**config.mk**
```make
export PLATFORM = sky130hd
export DESIGN_NAME = hostcmd_refresh_front
export DESIGN_NICKNAME = d
export VERILOG_FILES = /design/src/rtl/hcf_pkg.sv /design/src/rtl/hcf_cmd_decode.sv /design/src/rtl/hcf_cmd_track.sv /design/src/rtl/hcf_refresh_timer.sv /design/src/rtl/hostcmd_refresh_front.sv
export SDC_FILE = /design/constraint.sdc
export NUM_CORES = 1
export LEC_CHECK = 0
export ABC_CLOCK_PERIOD_IN_PS = 3490
export BUFFER_PORTS_ARGS = -buffer_cell sky130_fd_sc_hd__buf_2
export CAP_MARGIN = 25
export CELL_PAD_IN_SITES_DETAIL_PLACEMENT = 0
export CELL_PAD_IN_SITES_GLOBAL_PLACEMENT = 1
export CORE_MARGIN = 2
export CORE_UTILIZATION = 45
export CTS_CLUSTER_DIAMETER = 100
export DETAILED_ROUTE_END_ITERATION = 16
export PLACE_DENSITY = 0.94
export SLEW_MARGIN = 20
export SYNTH_ARGS = -nofsm -noshare
export SYNTH_HDL_FRONTEND = slang
export SYNTH_HIERARCHICAL = 1
export SYNTH_SLANG_ARGS = --single-unit
```
**constraint.sdc**
```tcl
create_clock -name clk -period 3.49 [get_ports clk]
set_input_delay 0.349 -clock clk [delete_from_list [all_inputs] [get_ports clk]]
set_output_delay 0.349 -clock clk [all_outputs]
set_load 0.1 [all_outputs]
```
**src/rtl/hcf_pkg.sv**
```systemverilog
package hcf_pkg;
  localparam int CMD_W   = 3;
  localparam int NUM_OPS = 6;

  typedef enum logic [CMD_W-1:0] {
    OP_NOP    = 3'd0,
    OP_READA  = 3'd1,
    OP_WRITEA = 3'd2,
    OP_REFR   = 3'd3,
    OP_PRECH  = 3'd4,
    OP_LMODE  = 3'd5
  } host_op_e;

  typedef enum logic {
    TRK_IDLE = 1'b0,
    TRK_PEND = 1'b1
  } trk_state_e;
endpackage

```
**src/rtl/hcf_cmd_decode.sv**
```systemverilog
module hcf_cmd_decode
  import hcf_pkg::*;
(
  input  logic [CMD_W-1:0]   code,
  output logic [NUM_OPS-1:0] onehot
);
  logic [NUM_OPS-1:0] raw;

  for (genvar i = 0; i < NUM_OPS; i++) begin : g_match
    assign raw[i] = (code == CMD_W'(i));
  end

  // Codes outside the table fall back to the no-op slot.
  always_comb begin
    onehot    = raw;
    onehot[0] = raw[0] | ~(|raw);
  end

  always_comb begin
    assert_decode_onehot_R3: assert ($onehot(onehot));
  end
endmodule

```
**src/rtl/hcf_cmd_track.sv**
```systemverilog
module hcf_cmd_track
  import hcf_pkg::*;
#(
  parameter int ADDR_W = 24
) (
  input  logic               clk,
  input  logic               rst_n,
  input  logic               host_valid,
  input  logic [NUM_OPS-1:0] dec_onehot,
  input  logic [ADDR_W-1:0]  host_addr,
  input  logic               cmd_ack,
  output logic               host_ready,
  output logic [NUM_OPS-1:0] req_onehot,
  output logic [ADDR_W-1:0]  req_addr
);
  trk_state_e         state_q, state_d;
  logic [NUM_OPS-1:0] op_q;
  logic [ADDR_W-1:0]  addr_q;
  logic               load_en;

  assign load_en = (state_q == TRK_IDLE) && host_valid;

  always_comb begin
    state_d = state_q;
    unique case (state_q)
      TRK_IDLE: if (host_valid) state_d = TRK_PEND;
      TRK_PEND: if (cmd_ack)    state_d = TRK_IDLE;
      default:                  state_d = TRK_IDLE;
    endcase
  end

  always_ff @(posedge clk or negedge rst_n) begin
    if (!rst_n) begin
      state_q <= TRK_IDLE;
    end else begin
      state_q <= state_d;
    end
  end

  always_ff @(posedge clk or negedge rst_n) begin
    if (!rst_n) begin
      op_q   <= '0;
      addr_q <= '0;
    end else if (load_en) begin
      op_q   <= dec_onehot;
      addr_q <= host_addr;
    end
  end

  assign host_ready = (state_q == TRK_IDLE);
  assign req_onehot = (state_q == TRK_PEND) ? op_q : '0;
  assign req_addr   = addr_q;

  assert_req_onehot_R2: assert property (@(posedge clk) disable iff (!rst_n)
    $onehot0(req_onehot) && (host_ready || $onehot(req_onehot)));

  assert_hold_until_ack_R4: assert property (@(posedge clk) disable iff (!rst_n)
    (!host_ready && !cmd_ack) |=> (!host_ready && $stable(req_onehot) && $stable(req_addr)));

  assert_release_on_ack_R4: assert property (@(posedge clk) disable iff (!rst_n)
    (!host_ready && cmd_ack) |=> (host_ready && req_onehot == '0));

  assert_idle_ack_ignored_R6: assert property (@(posedge clk) disable iff (!rst_n)
    (host_ready && !host_valid) |=> host_ready);
endmodule

```
**src/rtl/hcf_refresh_timer.sv**
```systemverilog
module hcf_refresh_timer #(
  parameter int          CNT_W       = 16,
  parameter logic [15:0] REF_DEFAULT = 16'd1560
) (
  input  logic             clk,
  input  logic             rst_n,
  input  logic             period_we,
  input  logic [CNT_W-1:0] period_wdata,
  input  logic             refresh_ack,
  output logic             refresh_req
);
  localparam logic [CNT_W-1:0] PER_RST = CNT_W'(REF_DEFAULT);

  logic [CNT_W-1:0] per_q, per_d;
  logic [CNT_W-1:0] cnt_q, cnt_d;
  logic             req_q, req_d;
  logic             enabled, expire;

  assign enabled = (per_q != '0);
  assign expire  = enabled && (cnt_q == '0) && !period_we;

  always_comb begin
    per_d = per_q;
    cnt_d = cnt_q;
    if (period_we) begin
      per_d = period_wdata;
      cnt_d = period_wdata;
    end else if (enabled) begin
      cnt_d = (cnt_q == '0) ? per_q : cnt_q - 1'b1;
    end
    req_d = expire | (req_q & ~refresh_ack);
  end

  always_ff @(posedge clk or negedge rst_n) begin
    if (!rst_n) begin
      per_q <= PER_RST;
      cnt_q <= PER_RST;
      req_q <= 1'b0;
    end else begin
      per_q <= per_d;
      cnt_q <= cnt_d;
      req_q <= req_d;
    end
  end

  assign refresh_req = req_q;

  assert_req_sticky_R7: assert property (@(posedge clk) disable iff (!rst_n)
    (refresh_req && !refresh_ack) |=> refresh_req);

  assert_zero_period_quiet_R9: assert property (@(posedge clk) disable iff (!rst_n)
    (per_q == '0 && !period_we && !refresh_req) |=> !refresh_req);

  assert_write_reloads_R8: assert property (@(posedge clk) disable iff (!rst_n)
    period_we |=> (cnt_q == $past(period_wdata) && per_q == $past(period_wdata)));

  assert_counter_in_range_R7: assert property (@(posedge clk) disable iff (!rst_n)
    cnt_q <= per_q);
endmodule

```
**src/rtl/hostcmd_refresh_front.sv**
```systemverilog
module hostcmd_refresh_front
  import hcf_pkg::*;
#(
  parameter int          ADDR_W      = 24,
  parameter int          CNT_W       = 16,
  parameter logic [15:0] REF_DEFAULT = 16'd1560
) (
  input  logic               clk,
  input  logic               rst_n,
  input  logic               host_valid,
  input  logic [CMD_W-1:0]   host_cmd,
  input  logic [ADDR_W-1:0]  host_addr,
  output logic               host_ready,
  input  logic               cmd_ack,
  output logic [NUM_OPS-1:0] req_onehot,
  output logic [ADDR_W-1:0]  req_addr,
  input  logic               period_we,
  input  logic [CNT_W-1:0]   period_wdata,
  output logic               refresh_req,
  input  logic               refresh_ack
);
  logic [NUM_OPS-1:0] dec_onehot;

  hcf_cmd_decode u_decode (
    .code   (host_cmd),
    .onehot (dec_onehot)
  );

  hcf_cmd_track #(.ADDR_W(ADDR_W)) u_track (
    .clk        (clk),
    .rst_n      (rst_n),
    .host_valid (host_valid),
    .dec_onehot (dec_onehot),
    .host_addr  (host_addr),
    .cmd_ack    (cmd_ack),
    .host_ready (host_ready),
    .req_onehot (req_onehot),
    .req_addr   (req_addr)
  );

  hcf_refresh_timer #(.CNT_W(CNT_W), .REF_DEFAULT(REF_DEFAULT)) u_timer (
    .clk          (clk),
    .rst_n        (rst_n),
    .period_we    (period_we),
    .period_wdata (period_wdata),
    .refresh_ack  (refresh_ack),
    .refresh_req  (refresh_req)
  );

  assert_ready_on_reset_R1: assert property (@(posedge clk)
    $rose(rst_n) |-> (host_ready && req_onehot == '0 && !refresh_req));
endmodule

```
==> flow_results.org, run 1 <==
** Outcome
- Run status :: completed

** Clock network
- Hold bufs inserted after CTS :: 0
- The tree is rooted in a sky130_fd_sc_hd__clkbuf_8.
- Clock tree from TritonCTS :: yes
- Number of H-tree levels :: 3
- After clock tree synthesis, the repair step resized 0 gates.
- Clock-pin slew was measured on the worst setup and hold paths at 70 ps.
- Setup repair bufs after CTS :: 0
- Number of sinks driven by the clock tree :: 64
- Clk Latency, worst-skew pair :: 330 ps
- Buffers inserted during clock tree synthesis total 9.
- Counting along the longest clock path gives a buffer depth of 2.

** Synth
- The number of nets in the synthesized netlist is 326.
- Async SR Flop Fraction :: 1.000
- Leading area contributor after synthesis :: sky130_fd_sc_hd__dfrtp_1
- Area of the mapped netlist :: 3231 µm²
- In the synthesized netlist the dominant register cell turns out to be sky130_fd_sc_hd__dfrtp_1.
- Yosys warning total :: 6
- In this run, distinct cell masters in the synthesized netlist total 54.
- In this run, synthesis produced a sequential element count of 64.
- Yosys mapped a number of flops with a built-in enable equal to 0.
- Most area-consuming cells after synthesis :: sky130_fd_sc_hd__dfrtp_1 (43%), sky130_fd_sc_hd__mux2_4 (13%), sky130_fd_sc_hd__dfstp_2 (6.5%)
- Synthesis handed over a netlist of 275 instances.
- After synthesis, the mean cell area works out to 11.75 µm².
- Of the post-synthesis cell area, the dominant cell type holds 0.4338.
- Of the synthesized area, sequential elements account for 0.4988.

** STA
- Shortest clock period the worst path allows after layout :: 2309 ps
- Pins over their slew limit :: 0
- Slew at the pin closest to its max-slew limit :: 752.9 ps
- Setup repair after global routing left no endpoint under its margin.
- In this run the tightest slew margin relative to its limit is 0.4981.
- Fin crit share :: 0.6616
- TNS Setup :: 0 ps
- The total count of hold-check failures in the final report was 0.
- Across the routed clock network, the largest skew measured is 5.860 ps.
- Final setup violating endpoints :: 0
- For this run, the top clock speed supported by timing is 433.1 MHz.

** Power
- Sequential share of power :: 0.393
- Share of power burned in the clock network :: 0.229
- The analysis attributes to net switching a power of 1067 µW.
- Gate power share :: 0.378
- For this design the ratio of total power to cell area is 624.9 nW/µm².
- Net switching fraction of the power :: 0.4375
- Reported leakage power :: 0.001828 µW
- IR Drop Worst-Case VDD :: 0.5496 mV
- The internal portion of the total power is 1372 µW.

** Finish
- Filler cell count :: 588
- 0 antenna diodes ended up in the layout.
- In the final layout, the multi-input gates occupy 1469 µm².
- Area grow syn2layout :: 20.84%
- Across the whole layout, storage elements account for 1612 µm².
- Share of layout cells above drive strength 1 :: 0.4270
- Utilization of the core after routing :: 0.5683
- At the end of the flow, the number of nets in the layout was 409.

** Hold path
- Hold_sp :: cmd_ack
- For hold timing, the worst endpoint is u_track/state_q$_DFF_PN0_.
- Along the worst hold path, the cell count comes to 2.
- In this run the worst hold path is classified as in -> reg.

** Placement
- The congestion estimate from routability-driven global placement came to 0.8666.
- Dpl hpwl :: 5.116 mm
- The count of buffers added on input and output ports is 80.

** Floorplanning
- Top-level port count :: 81
- The die covers 7873 µm².
- Starting density of the core :: 0.4703
- Site Rows :: 30
- Core outline area :: 6869 µm²
- Measured along the x axis, the die boundary spans 88.73 µm.
- Vertical die dimension :: 88.73 µm

** Critical path
- The startpoint identified for the worst register-to-register timing path is u_timer/cnt_q[0]$_DFFE_PN0P_.
- Along the worst path, the maximum fanout reaches 11.
- Walking the worst path, the cells encountered are inv_1 -> ha_1 -> nor4b_1 -> nand4_1 -> buf_4 -> nand4_1 -> nand3_1 -> mux2_2.
- The largest single stage delay on the critical path is 460 ps.
- Setup crit end kind :: register
- Reg-to-reg critical path endpoint :: u_timer/cnt_q[7]$_DFFE_PN0P_
- Counting stages on the worst path, the most repeated cell is sky130_fd_sc_hd__nand4_1.
- The slowest stage of the critical path is the sky130_fd_sc_hd__nand4_1 cell.
- The critical path starts at u_timer/cnt_q[0]$_DFFE_PN0P_.
- The critical path is of the reg -> reg type.
- STA puts the critical path data required time at 3720 ps.
- STA puts the critical path data arrival time at 2530 ps.
- STA classifies the critical path startpoint as a register.
- Worst Reg-to-Reg Cells :: 8
- Internal reg-to-reg setup slack :: 1180 ps

** Detailed routing
- Final ANT Viol Nets :: 0
- In the final routed layout, each cell accounts on average for 16.15 µm.
- Across all layers, the routed design uses 2446 vias.
- Routed WL :: 7.412 mm
- In the routed layout, each cell is associated on average with a via count of 5.329.
- DRC violation count after routing :: 0
- Number of detailed-routing iterations run before antenna repair :: 4
- For this block, the initial DRC count from the detailed router was 175.

** Global route
- Initial antenna violation count :: 0
- The first global-routing pass estimated 12.31 mm of wire.
- Global-route usage over all layers :: 0.2052
- Entering global routing, the biggest net connects 46 pins.
- Global routing finished with a remaining overflow of 0.
- The via count of the first global-routing pass came to 2495.

** Run
- Max-capacitance violation count :: 0
==> worst max-delay path: cells and delay by family (launching register included) <==
family	cells	cell delay, ps
and+or+nand+nor	4	950
muxes	1	260
DFF	1	410
buffers and inverters	2	440
adders and majority gates	1	140
==> final cells by class <==
cell class              instances  area share
inverters                      15     0.01442
multi-input cells             183      0.3763
clock inverters                 5    0.008333
well taps                      96     0.03077
repair buffers                 85      0.1212
flip-flops and latches         64      0.4128
clock buffers                  11     0.03622
==> how the worst max path moves through the flow <==
stage | to | slack [ps] | cells past startpoint
after floorplan | u_timer/cnt_q[14]$_DFFE_PN0P_ | 1710 | 8
after global placement | u_timer/cnt_q[7]$_DFFE_PN0P_ | 1300 | 8
after detailed placement | u_timer/cnt_q[7]$_DFFE_PN0P_ | 1190 | 8
after CTS | u_timer/cnt_q[7]$_DFFE_PN0P_ | 1190 | 8
after global routing | u_timer/cnt_q[7]$_DFFE_PN0P_ | 850 | 8
final | u_timer/cnt_q[7]$_DFFE_PN0P_ | 1180 | 8
==> cells in the mapped netlist, types with 5 or more instances <==
cell type,n
sky130_fd_sc_hd__nor3_1,6
sky130_fd_sc_hd__a21oi_1,8
sky130_fd_sc_hd__nand4_1,5
sky130_fd_sc_hd__nand2_1,16
sky130_fd_sc_hd__o31ai_1,5
sky130_fd_sc_hd__nor2_1,15
sky130_fd_sc_hd__dfstp_2,8
sky130_fd_sc_hd__mux2_2,9
sky130_fd_sc_hd__o21ai_0,15
sky130_fd_sc_hd__and2_1,7
sky130_fd_sc_hd__dfrtp_1,56
sky130_fd_sc_hd__mux2_4,29
sky130_fd_sc_hd__o21ai_1,6
sky130_fd_sc_hd__inv_1,15
==> layout by cell type, fill, tap and decap left out, drive strengths merged, types with 6 or more instances in the layout <==
master   n
dfstp    8
a21oi    8
o21ai   21
nor2    15
mux2    38
inv     15
clkbuf  11
nand2   16
nor3     7
buf     84
dfrtp   56
and2     7
nor4     6
==> cell families (layout without fill, tap and decap cells) <==
kind of cell,Yosys count,in the layout,share of synthesized area
mux,40,40,0.1723
compound gates,60,60,0.1216
buf+inv,28,116,0.04647
flops,64,64,0.4988
simple gates,78,78,0.1448
fa+ha+maj,2,2,0.007745
xor+xnor,3,3,0.008135
==> sequential cells by signal, summed over array words and instances, names as in the netlist <==
name                 cells
u_timer/per_q           16
u_track/op_q             6
u_timer/cnt_q           16
u_timer/refresh_req      1
u_track/state_q          1
u_track/req_addr        24
==> stage by stage <==
stage | hold slack, ps | cells | setup WS, ps | area [µm²] | power, µW
finish | 184.3 | 459 | 1181 | 3904 | 2439
global route | 178.6 | 459 | 849.7 | 3904 | 2548
CTS | 164.2 | 456 | 1192 | 3846 | 2455
detailed placement | 466.9 | 440 | 1193 | 3672 | 1882
global placement | 472.0 | 440 | 1299 | 3672 | 1866
floorplan | 53.41 | 275 | 1713 | 3231 | 1708
==> power groups by stage <==
stage	Combinational (µW)	Clock [µW]	Sequential, µW
after floorplan	299	0	1410
after CTS	918	580	957
final	922	560	958
after detailed placement	920	0	962
after global placement	904	0	962
after global routing	962	612	973
==> per-layer routing <==
| metal | vias to the layer above | global-route usage | wire (µm) |
|---|---|---|---|
| met3 | 13 | 0.05970 | 523 |
| li1 | 1165 | - | - |
| met2 | 89 | 0.3114 | 3397 |
| met4 | 0 | 0.08264 | 120 |
| met5 | - | 0 | 0 |
| met1 | 1179 | 0.2769 | 3370 |
Note: power is estimated with default switching activity, not from simulation.
==> run 2: changes to the inputs <==
- ABC_CLOCK_PERIOD_IN_PS: 3490 -> 1900
- CORE_UTILIZATION: 45 -> 37
- PLACE_DENSITY: 0.94 -> 0.84
- clock period: 3.49 -> 1.9 ns (I/O delays scaled with it)
==> flow_results.org, run 2 (synthesized netlist as in run 1, its figures left out) <==
** Detailed routing
- The DRC violation count after routing is 0 (unchanged).
- Number of design-rule violations left by the first detailed-router iteration :: 79 (was 175)
- Drt wl/cell :: 15.11 µm (was 16.15 µm)
- Number of detailed-routing iterations run before antenna repair :: 4 (unchanged)
- Routed WL :: 7.599 mm (was 7.412 mm)
- The antenna violation net count after detailed routing came to 0 (unchanged).
- The via density per instance was 5.068 (was 5.329).
- Count of vias placed by the detailed router :: 2549 (was 2446)

** Finish
- The flip-flop count of the largest register after layout is 24 (unchanged).
- The sequential cell area was 1612 µm² (unchanged).
- The share of the core filled with cells in the final layout came to 0.4996 (was 0.5683).
- Most frequent cells in the layout :: sky130_fd_sc_hd__buf_2 (81), sky130_fd_sc_hd__dfrtp_1 (56), sky130_fd_sc_hd__mux2_4 (30) (was sky130_fd_sc_hd__buf_2 (80), sky130_fd_sc_hd__dfrtp_1 (56), sky130_fd_sc_hd__mux2_4 (29))
- Post-route design area :: 4293 µm² (was 3904 µm²)
- Most frequent standard cell in the layout excluding fill and tap cells :: sky130_fd_sc_hd__buf_2 (unchanged)
- The number of diodes added for antenna fixing is 0 (unchanged).
- Filler cell count :: 783 (was 588)
- Area grow syn2layout :: 32.88% (was 20.84%)
- The fraction of final layout cells with drive strength greater than 1 was 0.5139 (was 0.4270).
- Number of nets in the layout :: 441 (was 409)
- Total area of multi-input combinational cells :: 1568 µm² (was 1469 µm²)

** Global route
- Global-route wire length before repair :: 12.53 mm (was 12.31 mm)
- The number of antenna violations at the first check in global routing came to 0 (unchanged).
- The via count of the first global-routing pass is 2587 (was 2495).
- Global-route usage over all layers :: 0.1635 (was 0.2052)
- The pin count of the biggest net entering global routing is 65 (was 46).
- Remaining global-route overflow :: 0 (unchanged)

** STA
- Max-slew headroom at the worst pin :: 0.6726 (was 0.4981)
- The setup-violating endpoint count in the final report was 0 (unchanged).
- Hold violation count in the final report :: 0 (unchanged)
- Unrepaired setup endpoints after global routing :: true (was false)
- The final cycle utilization of the critical path came to 0.9894 (was 0.6616).
- The total negative slack for setup checks was 0 ps (unchanged).
- Slew at the pin closest to its max-slew limit :: 494.5 ps (was 752.9 ps)
- The worst hold slack was 41.03 ps (was 184.3 ps).
- Pins over their slew limit :: 0 (unchanged)
- Peak Freq :: 532.0 MHz (was 433.1 MHz)
- The final worst-path setup slack was 20.21 ps (was 1181 ps).
- Clock Skew :: 11.11 ps (was 5.860 ps)
- Shortest clock period the worst path allows after layout :: 1880 ps (was 2309 ps)

** Floorplanning
- Top-level port count :: 81 (unchanged)
- The die outline area is 9495 µm² (was 7873 µm²).
- The initial core utilization is 0.3759 (was 0.4703).
- Site Rows :: 34 (was 30)
- The vertical extent of the die came to 97.44 µm (was 88.73 µm).
- Die Width :: 97.44 µm (was 88.73 µm)
- Core outline area :: 8593 µm² (was 6869 µm²)

** Clock network
- Clock tree from TritonCTS :: yes (unchanged)
- Clock-pin slew reported for the worst setup and hold paths after clock tree synthesis :: 70 ps (about the same)
- The total CTS buffers came to 9 (unchanged).
- Worst-case clock buffer depth :: 2 (unchanged)
- Number of H-tree levels :: 3 (unchanged)
- The number of clock sinks is 64 (unchanged).
- The source-to-sink clock delay at the later pin of the worst-skew pair was 340 ps (was 330 ps).
- The library cell used as clock root buffer is sky130_fd_sc_hd__clkbuf_8 (unchanged).

** Critical path
- The startpoint of the most critical setup path was u_timer/cnt_q[0]$_DFFE_PN0P_ (unchanged).
- The startpoint-to-endpoint class of the critical path is reg -> reg (unchanged).
- Setup crit end kind :: register (unchanged)
- Data arrival at the endpoint of the critical path :: 2100 ps (was 2530 ps)
- The biggest fanout along the worst timing path was 4 (was 11).
- The worst flop-to-flop path startpoint was u_timer/cnt_q[0]$_DFFE_PN0P_ (unchanged).
- The category of the worst setup path launch point was a register (unchanged).
- The required time reported for the critical path endpoint is 2120 ps (was 3720 ps).

** Run
- Max-capacitance violation count :: 0 (unchanged)

** Placement
- Dpl hpwl :: 5.257 mm (was 5.116 mm)
- The final weighted congestion in routability-driven placement is 0.8757 (was 0.8666).
- Post-DP Area :: 3915 µm² (was 3672 µm²)
- Count of buffers from port buffering :: 80 (unchanged)
- DP Worst Slack :: -16.07 ps (was 1193 ps)

** Hold path
- The path type of the worst min-delay path is in -> reg (unchanged).
- The critical hold path startpoint is refresh_ack (was cmd_ack).

** Power
- The maximum VDD drop came to 1.090 mV (was 0.5496 mV).
- The leakage power was 0.002029 µW (was 0.001828 µW).
- The power per standard cell area came to 1096 nW/µm² (was 624.9 nW/µm²).

** Outcome
- Run status: completed (unchanged).
run 2: cell count changes in the layout (fill, tap and decap cells not counted), sizes merged:
cell / delta
clkinvlp: -2
bufinv: +1
buf: +31
dlygate4sd3: +1
clkinv: +1
run 2: worst max-delay path: stages, from the launching register on:
cell and delay, ps:
sky130_fd_sc_hd__dfrtp_1 400, sky130_fd_sc_hd__inv_2 90, sky130_fd_sc_hd__ha_4 120, sky130_fd_sc_hd__nor4b_4 170, sky130_fd_sc_hd__buf_4 150, sky130_fd_sc_hd__nand4_1 210, sky130_fd_sc_hd__buf_4 220, sky130_fd_sc_hd__nand4_1 70
sky130_fd_sc_hd__nand3_1 80, sky130_fd_sc_hd__mux2_4 270
run 2: repair_timing:
action                                  4_1_cts  5_1_grt
gates cloned                                  0        1
resized for setup                             8       21
pin swaps                                     4       12
hold endpoints to repair                     57        0
buffers inserted                              0        5
endpoints found under the setup margin        4       16
hold buffers                                  2        0
run 2: area by class of cell:
type / instances / share of cell area
Clock inverter: 5 / 0.01312
Multi-Input combinational cell: 183 / 0.3652
Inverter: 15 / 0.01312
Clock buffer: 11 / 0.03294
Tap cell: 108 / 0.03148
Sequential cell: 64 / 0.3754
Timing Repair Buffer: 117 / 0.1688
run 2: final timing paths:
kind	end	slack, ps	cells after the start
max reg2reg	u_timer/cnt_q[7]$_DFFE_PN0P_	20	9
min reg2reg	u_timer/per_q[4]$_DFFE_PN1P_	490	2
max	u_timer/cnt_q[7]$_DFFE_PN0P_	20	9
min in group asynchronous	u_timer/cnt_q[12]$_DFFE_PN0P_	390	3
min	u_timer/refresh_req$_DFF_PN0_	40	2
max in group asynchronous	u_timer/per_q[10]$_DFFE_PN1P_	1190	3
run 2: report_power, final:
| group | switching, µW | total [µW] | internal (µW) |
|---|---|---|---|
| registers | 173 | 1750 | 1580 |
| clock network | 537 | 1180 | 640 |
| logic | 1290 | 1770 | 489 |
run 2: metrics by stage:
stage | std cells | power [µW]
after floorplan | 275 | 3137
after global placement | 479 | 3493
after detailed placement | 479 | 3503
after CTS | 497 | 4740
after global routing | 503 | 4914
final | 503 | 4706
run 2: layer usage:
layer,share of wire,vias to the layer above,GRT usage
met5,0,-,0
met4,0.011,0,0.04915
met3,0.071,8,0.05971
li1,-,1226,-
met1,0.47,1210,0.2235
met2,0.44,105,0.2440
